===== config.mk =====
export PLATFORM = sky130hd
export DESIGN_NAME = avg_conv_seq
export DESIGN_NICKNAME = d
export VERILOG_FILES = /design/src/rtl/avg_conv_pkg.sv /design/src/rtl/conv_clk_div.sv /design/src/rtl/sar_engine.sv /design/src/rtl/avg_accum.sv /design/src/rtl/avg_conv_seq.sv
export SDC_FILE = /design/constraint.sdc
export NUM_CORES = 1
export LEC_CHECK = 0
export ABC_CLOCK_PERIOD_IN_PS = 3800
export BUFFER_PORTS_ARGS = -buffer_cell sky130_fd_sc_hd__buf_2
export CAP_MARGIN = 30
export CORE_ASPECT_RATIO = 1.4
export CORE_UTILIZATION = 51
export DETAILED_ROUTE_END_ITERATION = 16
export PLACE_DENSITY = 0.66
export SYNTH_ARGS = -nofsm -noshare
export SYNTH_HDL_FRONTEND = slang
export SYNTH_SLANG_ARGS = --single-unit

===== constraint.sdc =====
create_clock -name clk -period 3.8 [get_ports clk]
set_clock_uncertainty 0.1 [all_clocks]
set_input_delay 0.19 -clock clk [delete_from_list [all_inputs] [get_ports clk]]
set_output_delay 0.19 -clock clk [all_outputs]
set_load 0.03 [all_outputs]

===== src/rtl/avg_conv_pkg.sv =====
package avg_conv_pkg;

  // Saturate an averaging code to the largest supported shift.
  function automatic int avg_shift(input int code, input int max_sh);
    return (code > max_sh) ? max_sh : code;
  endfunction

  // Terminal count for a power-of-two period: 2^sh - 1.
  function automatic int unsigned pow2_minus1(input int unsigned sh);
    return (32'd1 << sh) - 32'd1;
  endfunction

endpackage


===== src/rtl/conv_clk_div.sv =====
module conv_clk_div
  import avg_conv_pkg::*;
#(
  parameter int CODE_W = 3
) (
  input  logic              clk,
  input  logic              rst_n,
  input  logic              run_i,
  input  logic              clear_i,
  input  logic [CODE_W-1:0] div_sh_i,
  output logic              tick_o
);
  localparam int CNT_W = (1 << CODE_W) - 1;

  logic [CNT_W-1:0] cnt_q;
  logic [CNT_W-1:0] term;

  assign term   = CNT_W'(pow2_minus1(32'(div_sh_i)));
  assign tick_o = run_i && (cnt_q == term);

  always_ff @(posedge clk or negedge rst_n) begin
    if (!rst_n)       cnt_q <= '0;
    else if (clear_i) cnt_q <= '0;
    else if (run_i)   cnt_q <= tick_o ? '0 : cnt_q + 1'b1;
  end


  div_cnt_range_chk: assert property (@(posedge clk) disable iff (!rst_n)
    run_i |-> (cnt_q <= term));

endmodule


===== src/rtl/sar_engine.sv =====
module sar_engine #(
  parameter int RES_W = 10
) (
  input  logic             clk,
  input  logic             rst_n,
  input  logic             clear_i,
  input  logic             tick_i,
  input  logic             cmp_i,
  output logic [RES_W-1:0] trial_o,
  output logic             conv_end_o
);
  localparam int LAST_STEP = RES_W + 1;
  localparam int STEP_W    = $clog2(LAST_STEP + 1);
  localparam logic [RES_W-1:0] MSB_ONLY = {1'b1, {(RES_W-1){1'b0}}};

  logic [STEP_W-1:0] step_q;
  logic [RES_W-1:0]  trial_q, trial_d;
  logic              sample_edge, bit_edge;
  int                bpos;

  function automatic logic [RES_W-1:0] sar_decide(input logic [RES_W-1:0] t,
                                                  input int b, input logic c);
    logic [RES_W-1:0] r;
    r = t;
    for (int i = 0; i < RES_W; i++) begin
      if (i == b)     r[i] = c;
      if (i == b - 1) r[i] = 1'b1;
    end
    return r;
  endfunction

  assign sample_edge = tick_i && (step_q == '0);
  assign conv_end_o  = tick_i && (step_q == STEP_W'(LAST_STEP));
  assign bit_edge    = tick_i && !sample_edge && !conv_end_o;

  always_comb begin
    bpos    = RES_W - int'(step_q);
    trial_d = trial_q;
    if (sample_edge)   trial_d = MSB_ONLY;
    else if (bit_edge) trial_d = sar_decide(trial_q, bpos, cmp_i);
  end

  always_ff @(posedge clk or negedge rst_n) begin
    if (!rst_n) begin
      step_q  <= '0;
      trial_q <= '0;
    end else begin
      trial_q <= trial_d;
      if (clear_i)     step_q <= '0;
      else if (tick_i) step_q <= conv_end_o ? '0 : step_q + 1'b1;
    end
  end

  assign trial_o = trial_q;


  step_range_chk: assert property (@(posedge clk) disable iff (!rst_n)
    step_q <= STEP_W'(LAST_STEP));


  msb_trial_chk: assert property (@(posedge clk) disable iff (!rst_n)
    sample_edge |=> (trial_q == MSB_ONLY));

endmodule


===== src/rtl/avg_accum.sv =====
module avg_accum
  import avg_conv_pkg::*;
#(
  parameter int RES_W  = 10,
  parameter int SH_MAX = 5,
  parameter int CODE_W = 3
) (
  input  logic              clk,
  input  logic              rst_n,
  input  logic              clear_i,
  input  logic              conv_end_i,
  input  logic [RES_W-1:0]  sample_i,
  input  logic [CODE_W-1:0] avg_sh_i,
  output logic              last_o,
  output logic              done_o,
  output logic [RES_W-1:0]  result_o
);
  localparam int ACC_W = RES_W + SH_MAX;
  localparam int CNT_W = SH_MAX;

  logic [ACC_W-1:0] acc_q, acc_sum;
  logic [CNT_W-1:0] cnt_q, n_m1;

  function automatic logic [RES_W-1:0] scale_down(input logic [ACC_W-1:0] s,
                                                  input logic [CODE_W-1:0] sh);
    return RES_W'(s >> sh);
  endfunction

  assign n_m1    = CNT_W'(pow2_minus1(32'(avg_sh_i)));
  assign acc_sum = acc_q + ACC_W'(sample_i);
  assign last_o  = conv_end_i && (cnt_q == n_m1);

  always_ff @(posedge clk or negedge rst_n) begin
    if (!rst_n) begin
      acc_q    <= '0;
      cnt_q    <= '0;
      result_o <= '0;
      done_o   <= 1'b0;
    end else begin
      done_o <= last_o;
      if (clear_i) begin
        acc_q <= '0;
        cnt_q <= '0;
      end else if (conv_end_i) begin
        if (last_o) begin
          acc_q    <= '0;
          cnt_q    <= '0;
          result_o <= scale_down(acc_sum, avg_sh_i);
        end else begin
          acc_q <= acc_sum;
          cnt_q <= cnt_q + 1'b1;
        end
      end
    end
  end


  avg_cnt_range_chk: assert property (@(posedge clk) disable iff (!rst_n)
    cnt_q <= n_m1);


  no_overflow_chk: assert property (@(posedge clk) disable iff (!rst_n)
    conv_end_i |-> (acc_sum >= acc_q));

endmodule


===== src/rtl/avg_conv_seq.sv =====
module avg_conv_seq
  import avg_conv_pkg::*;
#(
  parameter int RES_W      = 10,
  parameter int CODE_W     = 3,
  parameter int AVG_SH_MAX = 5
) (
  input  logic              clk,
  input  logic              rst_n,
  input  logic              start_i,
  input  logic [CODE_W-1:0] avg_code_i,
  input  logic [CODE_W-1:0] div_code_i,
  input  logic              cmp_i,
  output logic [RES_W-1:0]  dac_o,
  output logic              busy_o,
  output logic              done_o,
  output logic [RES_W-1:0]  result_o
);
  logic              busy_q;
  logic [CODE_W-1:0] avg_sh_q, div_sh_q;
  logic              start_accept, conv_tick, conv_end, conv_last;

  assign start_accept = start_i && !busy_q;

  always_ff @(posedge clk or negedge rst_n) begin
    if (!rst_n) begin
      busy_q   <= 1'b0;
      avg_sh_q <= '0;
      div_sh_q <= '0;
    end else if (start_accept) begin
      busy_q   <= 1'b1;
      avg_sh_q <= CODE_W'(avg_shift(32'(avg_code_i), AVG_SH_MAX));
      div_sh_q <= div_code_i;
    end else if (conv_last) begin
      busy_q <= 1'b0;
    end
  end

  conv_clk_div #(.CODE_W(CODE_W)) div_i (
    .clk(clk), .rst_n(rst_n), .run_i(busy_q), .clear_i(start_accept),
    .div_sh_i(div_sh_q), .tick_o(conv_tick)
  );

  sar_engine #(.RES_W(RES_W)) sar_i (
    .clk(clk), .rst_n(rst_n), .clear_i(start_accept), .tick_i(conv_tick),
    .cmp_i(cmp_i), .trial_o(dac_o), .conv_end_o(conv_end)
  );

  avg_accum #(.RES_W(RES_W), .SH_MAX(AVG_SH_MAX), .CODE_W(CODE_W)) acc_i (
    .clk(clk), .rst_n(rst_n), .clear_i(start_accept), .conv_end_i(conv_end),
    .sample_i(dac_o), .avg_sh_i(avg_sh_q), .last_o(conv_last),
    .done_o(done_o), .result_o(result_o)
  );

  assign busy_o = busy_q;


  busy_rise_chk: assert property (@(posedge clk) disable iff (!rst_n)
    (!busy_q && start_i) |=> busy_q);


  done_one_cycle_chk: assert property (@(posedge clk) disable iff (!rst_n)
    done_o |=> !done_o);


  busy_fall_done_chk: assert property (@(posedge clk) disable iff (!rst_n)
    $fell(busy_q) |-> done_o);


  busy_hold_chk: assert property (@(posedge clk) disable iff (!rst_n)
    (busy_q && !conv_last) |=> busy_q);


  cfg_stable_chk: assert property (@(posedge clk) disable iff (!rst_n)
    busy_q |=> (!busy_q || ($stable(avg_sh_q) && $stable(div_sh_q))));

endmodule


Yosys cells after proc, flatten, opt, wreduce, memory -nomap -nowiden
Index checks and enable logic that the tools add are counted.
{"block": "word_totals", "word_cells": 129, "output_inout_bits": 22, "inputBits": 10, "regBits": 59}
{"block": "op_classes", "reduce_logical": 39, "bitwise_logic": 1, "n_lt_le_gt_ge": 1, "n_eq_ne": 21, "shift": 3, "add_sub_neg": 8, "mux": 37}
{"operator": "$eq 4x32->1 const A", "n": 8}
{"operator": "$eq 3x32->1 const A", "n": 4}
{"operator": "$eq 5x32->1 const A", "n": 4}
{"operator": "$eq 2x32->1 const A", "n": 2}
{"operator": "$logic_not 32->1", "n": 2}
{"operator": "$mux 15", "n": 3}
{"operator": "$sub 32x2->32 const B", "n": 1}
{"operator": "$reduce_bool 3->1", "n": 10}
{"operator": "$mux 1", "n": 22}
{"operator": "$mux 7", "n": 3}
{"operator": "$mux 10", "n": 2}
{"operator": "$reduce_and 2->1", "n": 10}
{"operator": "$add 15x10->15", "n": 1}
{"operator": "$mux 5", "n": 3}
{"operator": "$shr 15x3->10", "n": 1}
{"operator": "$mux 4", "n": 3}
{"operator": "$reduce_bool 2->1", "n": 5}
{"operator": "$add 7x1->7 const B", "n": 1}
{"operator": "$eq 7x7->1", "n": 1}
{"operator": "$logic_and 1x1->1", "n": 7}
{"operator": "$shl 1x3->7 const A", "n": 1}
{"operator": "$sub 7x1->7 const B", "n": 1}
{"operator": "$add 5x1->5 const B", "n": 1}
{"operator": "$eq 5x5->1", "n": 1}
{"operator": "11 further kinds", "n": 13}

Longest topological paths before layout
{"block": "depth", "word_depth": 10, "mapped_depth": 16, "depth_no_buf": 15}

Hierarchy
Synthesis repeated with hierarchy kept, for this count alone.
{"block": "unflattened", "hier_cells": 495, "area_unflattened_um2": 4544.4}
{"mod": "avg_accum", "instances": 1, "cells_per_inst": 273, "area_each_um2": 2486.1, "seq_area_each_um2": 775.7}
{"mod": "sar_engine", "instances": 1, "cells_per_inst": 140, "area_each_um2": 1226.2, "seq_area_each_um2": 350.3}
{"mod": "conv_clk_div", "instances": 1, "cells_per_inst": 62, "area_each_um2": 528.0, "seq_area_each_um2": 175.2}
{"mod": "avg_conv_seq", "instances": 1, "cells_per_inst": 20, "area_each_um2": 304.0, "seq_area_each_um2": 175.2}

Worst setup path after synthesis
OpenSTA, ideal clock, no wires.
{"block": "synth_path", "kind": "reg-to-reg", "start": "register sar_i.step_q[0]", "end": "register sar_i.trial_q[9], in the netlist sar_i.trial_o[9]", "path_stages_with_launch": 16, "path_buffers": 1, "t_arrival_ns": 3.353, "path_slack_ns": 0.265, "required_time_ns": 3.617, "path_cell_list": "dfrtp_1 -> ha_1 -> clkbuf_1 -> nor2_1 -> nand3_1 -> nand2_1 -> nor2_1 -> a21oi_1 -> nand2_1 -> ha_1 -> or4b_2 -> nor3_1 -> and2_1 -> and3_1 -> a211oi_1 -> o21ai_0"}
{"block": "synth_between", "elab_chain_cells": 7}
{"item": "start, declared", "line_no": "sar_engine.sv:16", "source": "logic [STEP_W-1:0] step_q;"}
{"item": "start signal, assigned", "line_no": "sar_engine.sv:50", "source": "else if (tick_i) step_q <= conv_end_o ? '0 : step_q + 1'b1;"}
{"item": "parallel branches: the longest is 7 deep, another holds $sub 32x2->32"}
{"item": "end signal, assigned", "line_no": "sar_engine.sv:48", "source": "trial_q <= trial_d;"}
{"item": "end, declared", "line_no": "sar_engine.sv:17", "source": "logic [RES_W-1:0] trial_q, trial_d;"}
Parallel ways; which one is timed is not known. The select of a mux whose other input is x is not followed.
A chain may end at the register's enable or synchronous reset.

Final worst setup path
{"block": "layout_path", "start": "register div_sh_q[0]", "end": "register acc_i.acc_q[14]"}
{"block": "layout_between", "elab_chain_cells": 9}
{"item": "start, declared", "line_no": "avg_conv_seq.sv:20", "source": "logic [CODE_W-1:0] avg_sh_q, div_sh_q;"}
{"item": "start signal, assigned", "line_no": "avg_conv_seq.sv:33", "source": "div_sh_q <= div_code_i;"}
{"item": "$shl 1x3->7 (*)", "line_no": "avg_conv_pkg.sv:10", "source": "return (32'd1 << sh) - 32'd1;"}
{"item": "$sub 7x1->7 (*)", "line_no": "avg_conv_pkg.sv:10"}
{"item": "$eq 7x7->1 (*)", "line_no": "conv_clk_div.sv:19", "source": "assign tick_o = run_i && (cnt_q == term);"}
{"item": "$logic_and 1x1->1 (*)", "line_no": "conv_clk_div.sv:19"}
{"item": "$logic_and 1x1->1 (*)", "line_no": "sar_engine.sv:33", "source": "assign conv_end_o = tick_i && (step_q == STEP_W'(LAST_STEP));"}
{"item": "$logic_and 1x1->1", "line_no": "avg_accum.sv:31", "source": "assign last_o = conv_end_i && (cnt_q == n_m1);"}
{"item": "$mux 15", "line_no": "avg_accum.sv:45", "source": "if (last_o) begin"}
{"item": "$mux 15", "line_no": "avg_accum.sv:44", "source": "end else if (conv_end_i) begin"}
{"item": "$mux 15", "line_no": "avg_accum.sv:41", "source": "if (clear_i) begin"}
{"item": "end signal, assigned", "line_no": "avg_accum.sv:50", "source": "acc_q <= acc_sum;"}
{"item": "end, declared", "line_no": "avg_accum.sv:21", "source": "logic [ACC_W-1:0] acc_q, acc_sum;"}
Mark *: on every way between the ends. The rest lies on a longest branch, timed or not. The select of a mux whose other input is x is not followed.

==> results.json <==
{
  "clk_path_buf_depth": 2,
  "ctsHtreeMaxLevel": 3,
  "critPathLaunchType": "flop",
  "reg2reg_depth": 10,
  "synth-main-ff-cell": "dfrtp_1",
  "synth_edf_count": 0,
  "core-area_um2": 8295,
  "gp_congestion": 0.9134,
  "setup_viol": 0,
  "syn_inst": 532,
  "synthTopCellsByCount": "59 x dfrtp_1, 55 x nand2_1, 55 x nor2_1, 49 x o21ai_0, 36 x a21oi_1",
  "holdPathStages": 3,
  "yosysWarnings": 0,
  "synth-async-reset-ratio": 1.000,
  "die_area_um2": 9082,
  "wire_per_inst_um": 16.78,
  "utilization": 0.6128,
  "grt_pass1_wl_mm": 18.37,
  "cts_buffers": 9,
  "yosysTopAreaCellShare": 0.3328,
  "via_per_inst": 6.180,
  "critical_path_class": "reg -> reg",
  "p_seq_frac": 0.240,
  "layout-drive-gt1-share": 0.1436,
  "grt_antenna_before_repair": 0,
  "hold_start": "avg_code_i[2]",
  "fin_nets": 604,
  "ys_seq_area_frac": 0.3328,
  "arrival_ps": 3660,
  "postRouteAntennaNets": 0,
  "cellLeakagePower_nw": 2.232,
  "top_level_ports": 32,
  "io_buffers": 31,
  "cp_slowest_cell": "or4_1",
  "synth.area.top_cells": "dfrtp_1 33%, ha_1 7.3%, o21ai_0 5.5%, nand2_1 4.7%, nor2_1 4.7%",
  "syn_area_per_cell_um2": 8.340,
  "tns_ps": 0,
  "synth_nets": 569,
  "status": "finished, final reports clean",
  "period_minus_slack_ps": 3519,
  "n_antenna_cell": 0,
  "synth.ff_latch_count": 59,
  "r2r-start": "div_sh_q[0]$_DFFE_PN0P_",
  "p_int_w": 0.002097,
  "hold_class": "in -> reg",
  "track_usage": 0.2650,
  "drc": 0,
  "dp_slack_ps": 300.7,
  "cp_max_fo": 9,
  "crit_path_end_kind": "flop",
  "clock-sinks": 59,
  "grt_max_degree": 40,
  "cp.required_ps": 3950,
  "setup_ws_ps": 281.0,
  "switching_share": 0.4419,
  "yosysMostFrequentCell": "dfrtp_1",
  "synth_area_um2": 4437,
  "cts_tree": "done",
  "rsz0062_at_grt": "false",
  "reg2reg_slack_ps": 280,
  "worst_pin_slew_ps": 919.5,
  "die-height_um": 112.4,
  "comb_power_share": 0.533,
  "hold_viol": 0,
  "grt-ovfl-total": 0,
  "r2r-end": "acc_i.acc_q[14]$_DFFE_PN0P_",
  "synth.distinct_cells": 72,
  "slew_violations": 0,
  "power_w": 0.003758,
  "routed_wl_mm": 11.29,
  "period_share": 0.9260,
  "whs_endpoint": "avg_sh_q[2]$_DFFE_PN0P_",
  "dr_total_vias": 4159,
  "crit_chain": "or3b_2, ha_1, xnor2_1, or4_1, a311oi_2, o221ai_2, or2_2, nor3_2, nand2_1, o21ai_0",
  "dp_hpwl_mm": 8.445,
  "clkPwrFrac": 0.227,
  "path_clk_slew_ps": 50,
  "ir_worst_vdd_uv": 610.9,
  "cpPeakStageDelay_ps": 490,
  "grt_pass1_vias": 3848,
  "slew_headroom": 0.3857,
  "die-width_um": 80.83,
  "syn_to_final_growth_pct": 14.58,
  "yosysTopAreaCell": "dfrtp_1",
  "maxCapViolCount": 0,
  "design_area_um2": 5084,
  "placed_cell_area_um2": 4730,
  "power.switching_w": 0.001661,
  "clk_latency_ps": 330,
  "max_clock_freq_mhz": 284.2,
  "rows": 39,
  "dr.pass1.iters": 5,
  "powerDensity_nw_per_um2": 739.3,
  "clockRootBuffer": "clkbuf_16",
  "start_util": 0.5348,
  "drt_iter0_drc": 239
}
what timing repair did:
item | CTS | global route
setup buffers | 0 | 0
hold buffers | 4 | 0
endpoints found under the hold margin | 23 | 0
gates resized for setup | 0 | 0
endpoints found under the setup margin | 0 | 0
layout by cell type, fill, tap and decap left out, types with 5 or more instances in the layout:
cell       count
a31oi_1        8
o31ai_1        7
inv_1         14
and2_1         7
buf_2         31
xor2_1        14
ha_1          26
mux2i_1        5
o211ai_1      10
nand3_1       11
a22oi_1        6
a211oi_1       8
nor2b_1        8
a32oi_1        7
a21o_1         6
a21oi_1       36
nand2b_1       8
xnor2_1       12
nand2_1       55
dfrtp_1       59
clkbuf_16      9
nor2_1        55
o21ai_0       49
nor3_1        11
buf_4         17
and3_1         6
or2_2          6
per-layer routing:
layer  global-route usage  vias to the layer above  routed length, um  share of wire
li1                     -                     2025                  -              -
met4               0.1393                        0                427          0.038
met2               0.4409                      136               5682           0.50
met1               0.3163                     1960               4658           0.41
met5                    0                        -                  0              0
met3              0.05203                       38                521          0.046
kinds of logic (layout without fill, tap and decap cells):
group | Yosys count | count (layout) | synth area share
AO/OA/AOI/OAI | 177 | 177 | 0.2645
XOR/XNOR | 26 | 26 | 0.05133
adder cells (fa/ha/maj) | 27 | 27 | 0.07783
buffers and inverters | 44 | 83 | 0.04061
flip-flops | 59 | 59 | 0.3328
multiplexers | 7 | 7 | 0.01889
AND/OR/NAND/NOR | 192 | 192 | 0.2141
registers in the layout, summed over array words and instances (netlist names):
signal,flops
busy_o,1
acc_i.acc_q,15
div_sh_q,3
acc_i.done_o,1
sar_i.trial_o,10
sar_i.step_q,4
acc_i.result_o,10
acc_i.cnt_q,5
div_i.cnt_q,7
avg_sh_q,3
metrics by stage:
stage / hold WS, ps / instances
global route: 31.69 / 673
floorplan: -205.6 / 532
finish: 3.307 / 673
global placement: 62.22 / 654
detailed placement: 73.40 / 654
CTS: 0.7561 / 673
worst max-delay path, delay by kind of cell (launching register included):
| kind | cells | cell delay, ps |
|---|---|---|
| AOI/OAI and AO/OA | 3 | 590 |
| xor gates and xnor gates | 1 | 170 |
| DFF | 1 | 460 |
| adders and majority gates | 1 | 260 |
| and+or+nand+nor | 5 | 1850 |
cell type report:
cell class                 instances  area [um2]
tap                              102       127.6
clock buffer                      14       284.0
multi-input combinational        429        2780
timing repair buffer              52       322.8
inverter                          16       62.56
sequential                        59        1476
fill                             747        3212
clock inverter                     1       30.03
power groups by stage:
stage	Combinational (W)	Sequential, W	Clock [W]
3_5_place_dp	0.00196	0.000909	0
2_1_floorplan	0.00138	0.000940	0
4_1_cts	0.00198	0.000898	0.000858
3_3_place_gp	0.00194	0.000904	0
5_1_grt	0.00220	0.000920	0.000891
6_report	0.00200	0.000901	0.000854
worst max-delay path by stage:
stage | from | end | slack (ps)
floorplan | sar_i.step_q[0]$_DFFE_PN0P_ | sar_i.trial_o[9]$_DFFE_PN0P_ | 260
global placement | div_sh_q[0]$_DFFE_PN0P_ | acc_i.acc_q[11]$_DFFE_PN0P_ | 380
detailed placement | div_sh_q[0]$_DFFE_PN0P_ | acc_i.acc_q[14]$_DFFE_PN0P_ | 300
CTS | div_sh_q[0]$_DFFE_PN0P_ | acc_i.acc_q[14]$_DFFE_PN0P_ | 260
global route | div_sh_q[0]$_DFFE_PN0P_ | acc_i.acc_q[14]$_DFFE_PN0P_ | 80
finish | div_sh_q[0]$_DFFE_PN0P_ | acc_i.acc_q[14]$_DFFE_PN0P_ | 280
Note: power is estimated with default switching activity, not from simulation.
